## src/rtl/scan_tap_pkg.sv

```systemverilog
// Shared types for the test access port: state encoding, instruction
// codes and data-register selection. Assumes a 3-bit instruction.
package scan_tap_pkg;

    typedef enum logic [3:0] {
        ST_RESET,
        ST_IDLE,
        ST_SEL_DR,
        ST_CAP_DR,
        ST_SH_DR,
        ST_EX1_DR,
        ST_PAU_DR,
        ST_EX2_DR,
        ST_UPD_DR,
        ST_SEL_IR,
        ST_CAP_IR,
        ST_SH_IR,
        ST_EX1_IR,
        ST_PAU_IR,
        ST_EX2_IR,
        ST_UPD_IR
    } tap_state_t;

    localparam int unsigned IR_W = 3;
    typedef logic [IR_W-1:0] ir_code_t;

    localparam ir_code_t OP_EXTEST  = 3'b000;
    localparam ir_code_t OP_IDCODE  = 3'b001;
    localparam ir_code_t OP_SAMPLEZ = 3'b010;
    localparam ir_code_t OP_SAMPLE  = 3'b100;
    localparam ir_code_t OP_BYPASS  = 3'b111;
    localparam ir_code_t IR_CAPTURE = 3'b001;

    typedef enum logic [1:0] {
        DR_BYPASS,
        DR_IDENT,
        DR_BOUNDARY
    } dr_sel_t;

endpackage

```

## src/rtl/scan_tap_fsm.sv

```systemverilog
// Sixteen-state test port sequencer driven by tms on rising tck.
// Assumes rst_n is synchronous and active low; reset enters ST_RESET.
module scan_tap_fsm
    import scan_tap_pkg::*;
(
    input  logic       tck,
    input  logic       rst_n,
    input  logic       tms,
    output tap_state_t state_q
);

    tap_state_t state_d;

    // Next-state selection from the current state and tms.
    always_comb begin
        state_d = state_q;
        unique case (state_q)
            ST_RESET:  state_d = tms ? ST_RESET  : ST_IDLE;
            ST_IDLE:   state_d = tms ? ST_SEL_DR : ST_IDLE;
            ST_SEL_DR: state_d = tms ? ST_SEL_IR : ST_CAP_DR;
            ST_CAP_DR: state_d = tms ? ST_EX1_DR : ST_SH_DR;
            ST_SH_DR:  state_d = tms ? ST_EX1_DR : ST_SH_DR;
            ST_EX1_DR: state_d = tms ? ST_UPD_DR : ST_PAU_DR;
            ST_PAU_DR: state_d = tms ? ST_EX2_DR : ST_PAU_DR;
            ST_EX2_DR: state_d = tms ? ST_UPD_DR : ST_SH_DR;
            ST_UPD_DR: state_d = tms ? ST_SEL_DR : ST_IDLE;
            ST_SEL_IR: state_d = tms ? ST_RESET  : ST_CAP_IR;
            ST_CAP_IR: state_d = tms ? ST_EX1_IR : ST_SH_IR;
            ST_SH_IR:  state_d = tms ? ST_EX1_IR : ST_SH_IR;
            ST_EX1_IR: state_d = tms ? ST_UPD_IR : ST_PAU_IR;
            ST_PAU_IR: state_d = tms ? ST_EX2_IR : ST_PAU_IR;
            ST_EX2_IR: state_d = tms ? ST_UPD_IR : ST_SH_IR;
            ST_UPD_IR: state_d = tms ? ST_SEL_DR : ST_IDLE;
            default:   state_d = ST_RESET;
        endcase
    end

    // State register with synchronous reset.
    always_ff @(posedge tck) begin
        if (!rst_n) state_q <= ST_RESET;
        else        state_q <= state_d;
    end

endmodule

```

## src/rtl/scan_tap_ir.sv

```systemverilog
// Instruction register: a shift stage plus an update stage.
// Assumes the update stage loads on the edge leaving Update-IR and
// returns to IDCODE on the edge leaving Test-Logic-Reset.
module scan_tap_ir
    import scan_tap_pkg::*;
(
    input  logic       tck,
    input  logic       rst_n,
    input  logic       tdi,
    input  tap_state_t state,
    output ir_code_t   ir_q,
    output logic       ir_lsb
);

    ir_code_t sh_q;

    // Shift stage: capture the fixed pattern, then shift toward bit 0.
    always_ff @(posedge tck) begin
        if (!rst_n) begin
            sh_q <= IR_CAPTURE;
        end else if (state == ST_CAP_IR) begin
            sh_q <= IR_CAPTURE;
        end else if (state == ST_SH_IR) begin
            sh_q <= {tdi, sh_q[IR_W-1:1]};
        end
    end

    // Update stage: the instruction that drives decode.
    always_ff @(posedge tck) begin
        if (!rst_n || state == ST_RESET) ir_q <= OP_IDCODE;
        else if (state == ST_UPD_IR)     ir_q <= sh_q;
    end

    assign ir_lsb = sh_q[0];

endmodule

```

## src/rtl/scan_tap_dr.sv

```systemverilog
// Data registers: bypass stage, identification word and boundary
// register with parallel capture. Assumes only the selected register
// captures or shifts; the others hold their contents.
module scan_tap_dr
    import scan_tap_pkg::*;
#(
    parameter int unsigned BSR_LEN = 68,
    parameter int unsigned ID_W    = 32,
    parameter logic [ID_W-1:0] ID_WORD = '1
) (
    input  logic               tck,
    input  logic               rst_n,
    input  logic               tdi,
    input  tap_state_t         state,
    input  ir_code_t           ir,
    input  logic [BSR_LEN-1:0] pin_cap,
    output logic               dr_lsb
);

    dr_sel_t            sel;
    logic               byp_q;
    logic [ID_W-1:0]    id_q;
    logic [BSR_LEN-1:0] bsr_q;

    // Decode the instruction to a data register; unlisted codes bypass.
    always_comb begin
        unique case (ir)
            OP_EXTEST, OP_SAMPLEZ, OP_SAMPLE: sel = DR_BOUNDARY;
            OP_IDCODE:                        sel = DR_IDENT;
            default:                          sel = DR_BYPASS;
        endcase
    end

    // Bypass stage: captures 0, shifts tdi.
    always_ff @(posedge tck) begin
        if (!rst_n)                                        byp_q <= 1'b0;
        else if (sel == DR_BYPASS && state == ST_CAP_DR)   byp_q <= 1'b0;
        else if (sel == DR_BYPASS && state == ST_SH_DR)    byp_q <= tdi;
    end

    // Identification register: loads the fixed word, shifts toward bit 0.
    always_ff @(posedge tck) begin
        if (!rst_n)                                        id_q <= ID_WORD;
        else if (sel == DR_IDENT && state == ST_CAP_DR)    id_q <= ID_WORD;
        else if (sel == DR_IDENT && state == ST_SH_DR)     id_q <= {tdi, id_q[ID_W-1:1]};
    end

    // Boundary register: parallel capture of the pins, serial shift.
    always_ff @(posedge tck) begin
        if (!rst_n)                                        bsr_q <= '0;
        else if (sel == DR_BOUNDARY && state == ST_CAP_DR) bsr_q <= pin_cap;
        else if (sel == DR_BOUNDARY && state == ST_SH_DR)  bsr_q <= {tdi, bsr_q[BSR_LEN-1:1]};
    end

    // Serial output of the selected register.
    always_comb begin
        unique case (sel)
            DR_IDENT:    dr_lsb = id_q[0];
            DR_BOUNDARY: dr_lsb = bsr_q[0];
            default:     dr_lsb = byp_q;
        endcase
    end

endmodule

```

## src/rtl/scan_tap.sv

```systemverilog
// Top of the reduced test access port. Assumes the tester samples tdo
// on rising tck; tdo and tdo_en are retimed to the falling edge.
module scan_tap
    import scan_tap_pkg::*;
#(
    parameter int unsigned BSR_LEN  = 68,
    parameter logic [3:0]  ID_REV   = 4'h2,
    parameter logic [4:0]  ID_DEPTH = 5'h11,
    parameter logic [4:0]  ID_WIDTH = 5'h02,
    parameter logic [5:0]  ID_DEV   = 6'h2B,
    parameter logic [10:0] ID_MFR   = 11'h3C6
) (
    input  logic               tck,
    input  logic               rst_n,
    input  logic               tms,
    input  logic               tdi,
    input  logic [BSR_LEN-1:0] pin_cap,
    output logic               tdo,
    output logic               tdo_en,
    output logic               pins_hiz
);

    localparam int unsigned ID_W = 32;
    localparam logic [ID_W-1:0] ID_WORD =
        {ID_REV, ID_DEPTH, ID_WIDTH, ID_DEV, ID_MFR, 1'b1};

    tap_state_t state;
    ir_code_t   ir_q;
    logic       ir_lsb;
    logic       dr_lsb;
    logic       in_shift;

    scan_tap_fsm u_fsm (
        .tck     (tck),
        .rst_n   (rst_n),
        .tms     (tms),
        .state_q (state)
    );

    scan_tap_ir u_ir (
        .tck    (tck),
        .rst_n  (rst_n),
        .tdi    (tdi),
        .state  (state),
        .ir_q   (ir_q),
        .ir_lsb (ir_lsb)
    );

    scan_tap_dr #(
        .BSR_LEN (BSR_LEN),
        .ID_W    (ID_W),
        .ID_WORD (ID_WORD)
    ) u_dr (
        .tck     (tck),
        .rst_n   (rst_n),
        .tdi     (tdi),
        .state   (state),
        .ir      (ir_q),
        .pin_cap (pin_cap),
        .dr_lsb  (dr_lsb)
    );

    assign in_shift = (state == ST_SH_IR) || (state == ST_SH_DR);

    // Falling-edge retiming of the serial output and its enable.
    always_ff @(negedge tck) begin
        if (!rst_n) begin
            tdo    <= 1'b0;
            tdo_en <= 1'b0;
        end else begin
            tdo_en <= in_shift;
            tdo    <= (state == ST_SH_IR) ? ir_lsb : dr_lsb;
        end
    end

    // Output-disable request for the two isolating instructions.
    assign pins_hiz = (ir_q == OP_EXTEST) || (ir_q == OP_SAMPLEZ);

endmodule

```

## config.mk

```make
export PLATFORM = sky130hd
export DESIGN_NAME = scan_tap
export DESIGN_NICKNAME = d
export VERILOG_FILES = /design/src/rtl/scan_tap_pkg.sv /design/src/rtl/scan_tap_fsm.sv /design/src/rtl/scan_tap_ir.sv /design/src/rtl/scan_tap_dr.sv /design/src/rtl/scan_tap.sv
export SDC_FILE = /design/constraint.sdc
export NUM_CORES = 1
export LEC_CHECK = 0
export BUFFER_PORTS_ARGS = -buffer_cell sky130_fd_sc_hd__buf_2
export CORE_AREA = 2 2 133 83
export CTS_CLUSTER_DIAMETER = 60
export DETAILED_ROUTE_END_ITERATION = 8
export DIE_AREA = 0 0 135 85
export PLACE_DENSITY = 0.65
export REMOVE_ABC_BUFFERS = 1
export SYNTH_ARGS = -nofsm -noshare
export SYNTH_HDL_FRONTEND = slang
export SYNTH_SLANG_ARGS = --single-unit
```

## constraint.sdc

```tcl
create_clock -name tck -period 4.3 [get_ports tck]
set_input_delay 0.43 -clock tck [delete_from_list [all_inputs] [get_ports tck]]
set_output_delay 0.43 -clock tck [all_outputs]
set_load 0.005 [all_outputs]
```

==> results_dict.tcl <==
set metrics [dict create \
    core.rowCount 29 \
    ys_types 46 \
    yosysTopAreaCell "dfxtp_1" \
    internal_power_uw 2080 \
    vdd_drop_max_mv 0.305 \
    tightest_slew_ns 1.08 \
    cts_resized 0 \
    rrSetupSlack_ns 0.49 \
    wl_per_cell_microns 15.2 \
    grt_pass1_vias 3642 \
    synth_top_area_share_pct 50.0 \
    r2r_end "tdo" \
    worstPathCellList "or3b_2, inv_1, ha_1, a22oi_1, o21ai_0, a21oi_1, nor2_1" \
    antenna_found_initial 0 \
    drt_first_pass_iters 4 \
    share_comb_of_total_power_pct 3.7 \
    antennaDiodeCount 0 \
    crit_fanout 5 \
    hold_violations 0 \
    synthCells 476 \
    cts_tree "done" \
    layout.nets 603 \
    cts-hold-fix-buffers 0 \
    crit_type "flip-flop to flip-flop" \
    drc 0 \
    reg2reg_depth 7 \
    netlist_area_sq_mm 0.00453 \
    setup_viol 0 \
    rsz0062_at_grt "false" \
    cp_slowest_stage_delay_ns 0.49 \
    p_per_area_mw_per_mm2 485 \
    yosys-top-cells-count "113 x dfxtp_1, 81 x nand2_1, 68 x o22ai_1" \
    cp.arrival_ns 2.03 \
    core_sq_mm 0.0103 \
    yosysWarnings 0 \
    initial_utilization_pct 43.9 \
    die_area_sq_mm 0.0115 \
    cts_setup_buffers 0 \
    synth-edff-count 0 \
    synth_seq_area_share_pct 50.0 \
    clk_path_buf_depth 2 \
    post-dp-hpwl_mm 6.51 \
    vias_per_cell 5.48 \
    synthFlopType "dfxtp_1" \
    gr-usage-all-layers_pct 19.4 \
    hold_end "u_dr.id_q[31]" \
    grt_pass1_wl_mm 17.7 \
    cp-start-kind "flip-flop" \
    relSlewSlack_pct 28.3 \
    async_reset_ff_share_pct 0 \
    clock_latency_ns 0.43 \
    seqPwrFrac_pct 40.4 \
    io_pins 75 \
    areaGrowthSynthToFinish_pct 21.0 \
    drt-total-wl_mm 10.3 \
    p_leak_uw 0.00201 \
    clock-sinks 113 \
    skew_ns 0.0257 \
    grt_use_met3_pct 4.72 \
    die_width_microns 135 \
    numCtsBuffers 17 \
    grt_overflow 0 \
    die_y_microns 85 \
    p_switching_uw 581 \
    grt_max_degree 69 \
    synthTopCellsByArea "dfxtp_1 50%, o2bb2ai_1 13%, o22ai_1 9.4%" \
    layout-drive-gt1-share_pct 22.9 \
    hold_start "tdi" \
    slowest_stage "or3b_2" \
    path_clk_slew_ns 0.05 \
    met1_usage_pct 26.2 \
    detail_route.iter0.violations 214 \
    ant_nets 0 \
    hold_class "primary input to flip-flop" \
    routabilityCongestion 0.796 \
    drv_slew 0 \
    ys_ff_latch 113 \
    hold_slack_ns 0.316 \
    yosysMostFrequentCell "dfxtp_1" \
    port_buffers 74 \
    status "finished clean" \
    top_usage_layer "met2" \
    vias 3723 \
    pwr-share-clk_pct 55.9 \
    avgSynthCellArea_sq_um 9.51 \
    root_buffer "clkbuf_16" \
    utilization_pct 53.2 \
    end_kind "flip-flop" \
    crit_required_ns 2.51 \
    tns_ns 0 \
    r2r-start "u_ir.ir_q[0]" \
    whs_path_depth 3 \
    htreeDepth 4 \
    cap_violations 0 \
    met2_usage_pct 29.3 \
    finalPower_uw 2660 \
    switching_share_pct 21.9 \
]
==> layer usage <==
layer	wire length (microns)	vias to the layer above
met4	138	0
met1	5360	1749
met3	423	13
met5	0	-
li1	-	1889
met2	4390	72
==> layout by cell type, fill, tap and decap left out, types with 2 or more instances in the layout <==
master	instances
nand3_1	15
nor2_1	9
o21a_1	2
a311oi_1	2
nand3b_1	3
buf_4	4
dfxtp_1	113
clkbuf_16	17
clkinvlp_4	5
a21oi_1	23
o2bb2ai_1	67
clkinv_4	4
nand3_2	2
a211oi_1	2
mux2i_1	2
buf_2	74
o21ai_0	5
bufinv_16	4
ha_1	3
nand2_1	81
inv_1	9
nor2b_4	2
o22ai_1	68
inv_6	2
==> state kept, by name, summed over array words and instances, names as in the netlist <==
signal	count
tdo_en	1
u_ir.sh_q	3
u_fsm.state_q	4
u_ir.ir_q	3
u_dr.byp_q	1
tdo	1
u_dr.bsr_q	68
u_dr.id_q	32
==> area by class of cell <==
class | instances | area (sq um)
Fill cell | 935 | 4820
Clock buffer | 17 | 425
Timing Repair Buffer | 78 | 400
Tap cell | 139 | 174
Sequential cell | 113 | 2260
Multi-Input combinational cell | 309 | 1970
Inverter | 7 | 26.3
Clock inverter | 17 | 218
==> worst max-delay path, delay by kind of cell (launching register included) <==
kind / cells / cell delay (ns)
simple gates: 2 / 0.58
compound gates: 3 / 0.37
flops: 1 / 0.36
fa+ha+maj: 1 / 0.24
buf+inv: 1 / 0.07
==> power groups by stage <==
stage               logic [uW]  clock network (uW)  registers (uW)
floorplan                 45.9                4.37            1090
global placement          96.4                4.37            1090
detailed placement        99.1                4.37            1100
CTS                       99.8                1520            1070
global route               111                1560            1080
finish                    99.2                1480            1070
==> how the worst max path moves through the flow <==
| stage | startpoint | to | depth (start not counted) |
|---|---|---|---|
| 5_1_grt | u_ir.ir_q[0] | tdo | 7 |
| 2_1_floorplan | u_ir.ir_q[0] | u_dr.bsr_q[51] | 6 |
| 6_report | u_ir.ir_q[0] | tdo | 7 |
| 3_3_place_gp | u_ir.ir_q[0] | tdo | 6 |
| 3_5_place_dp | u_ir.ir_q[0] | tdo | 6 |
| 4_1_cts | u_ir.ir_q[0] | tdo | 7 |
==> metrics by stage <==
step                      area (sq um)  cells  setup WS, ns
after global routing              5480    680         0.401
after global placement            4840    647         0.527
after detailed placement          4840    647         0.490
final                             5480    680         0.486
after floorplan                   4250    430         0.556
after CTS                         5480    680         0.488
==> cell families after synthesis <==
kind of cell	share of synthesized area (%)
adder cells (fa/ha/maj)	0.829
buffers and inverters	6.71
AND/OR/NAND/NOR	12.3
flip-flops	50.0
multiplexers	0.691
AO/OA/AOI/OAI	29.5
No activity file was read; power rests on OpenSTA's default activity.
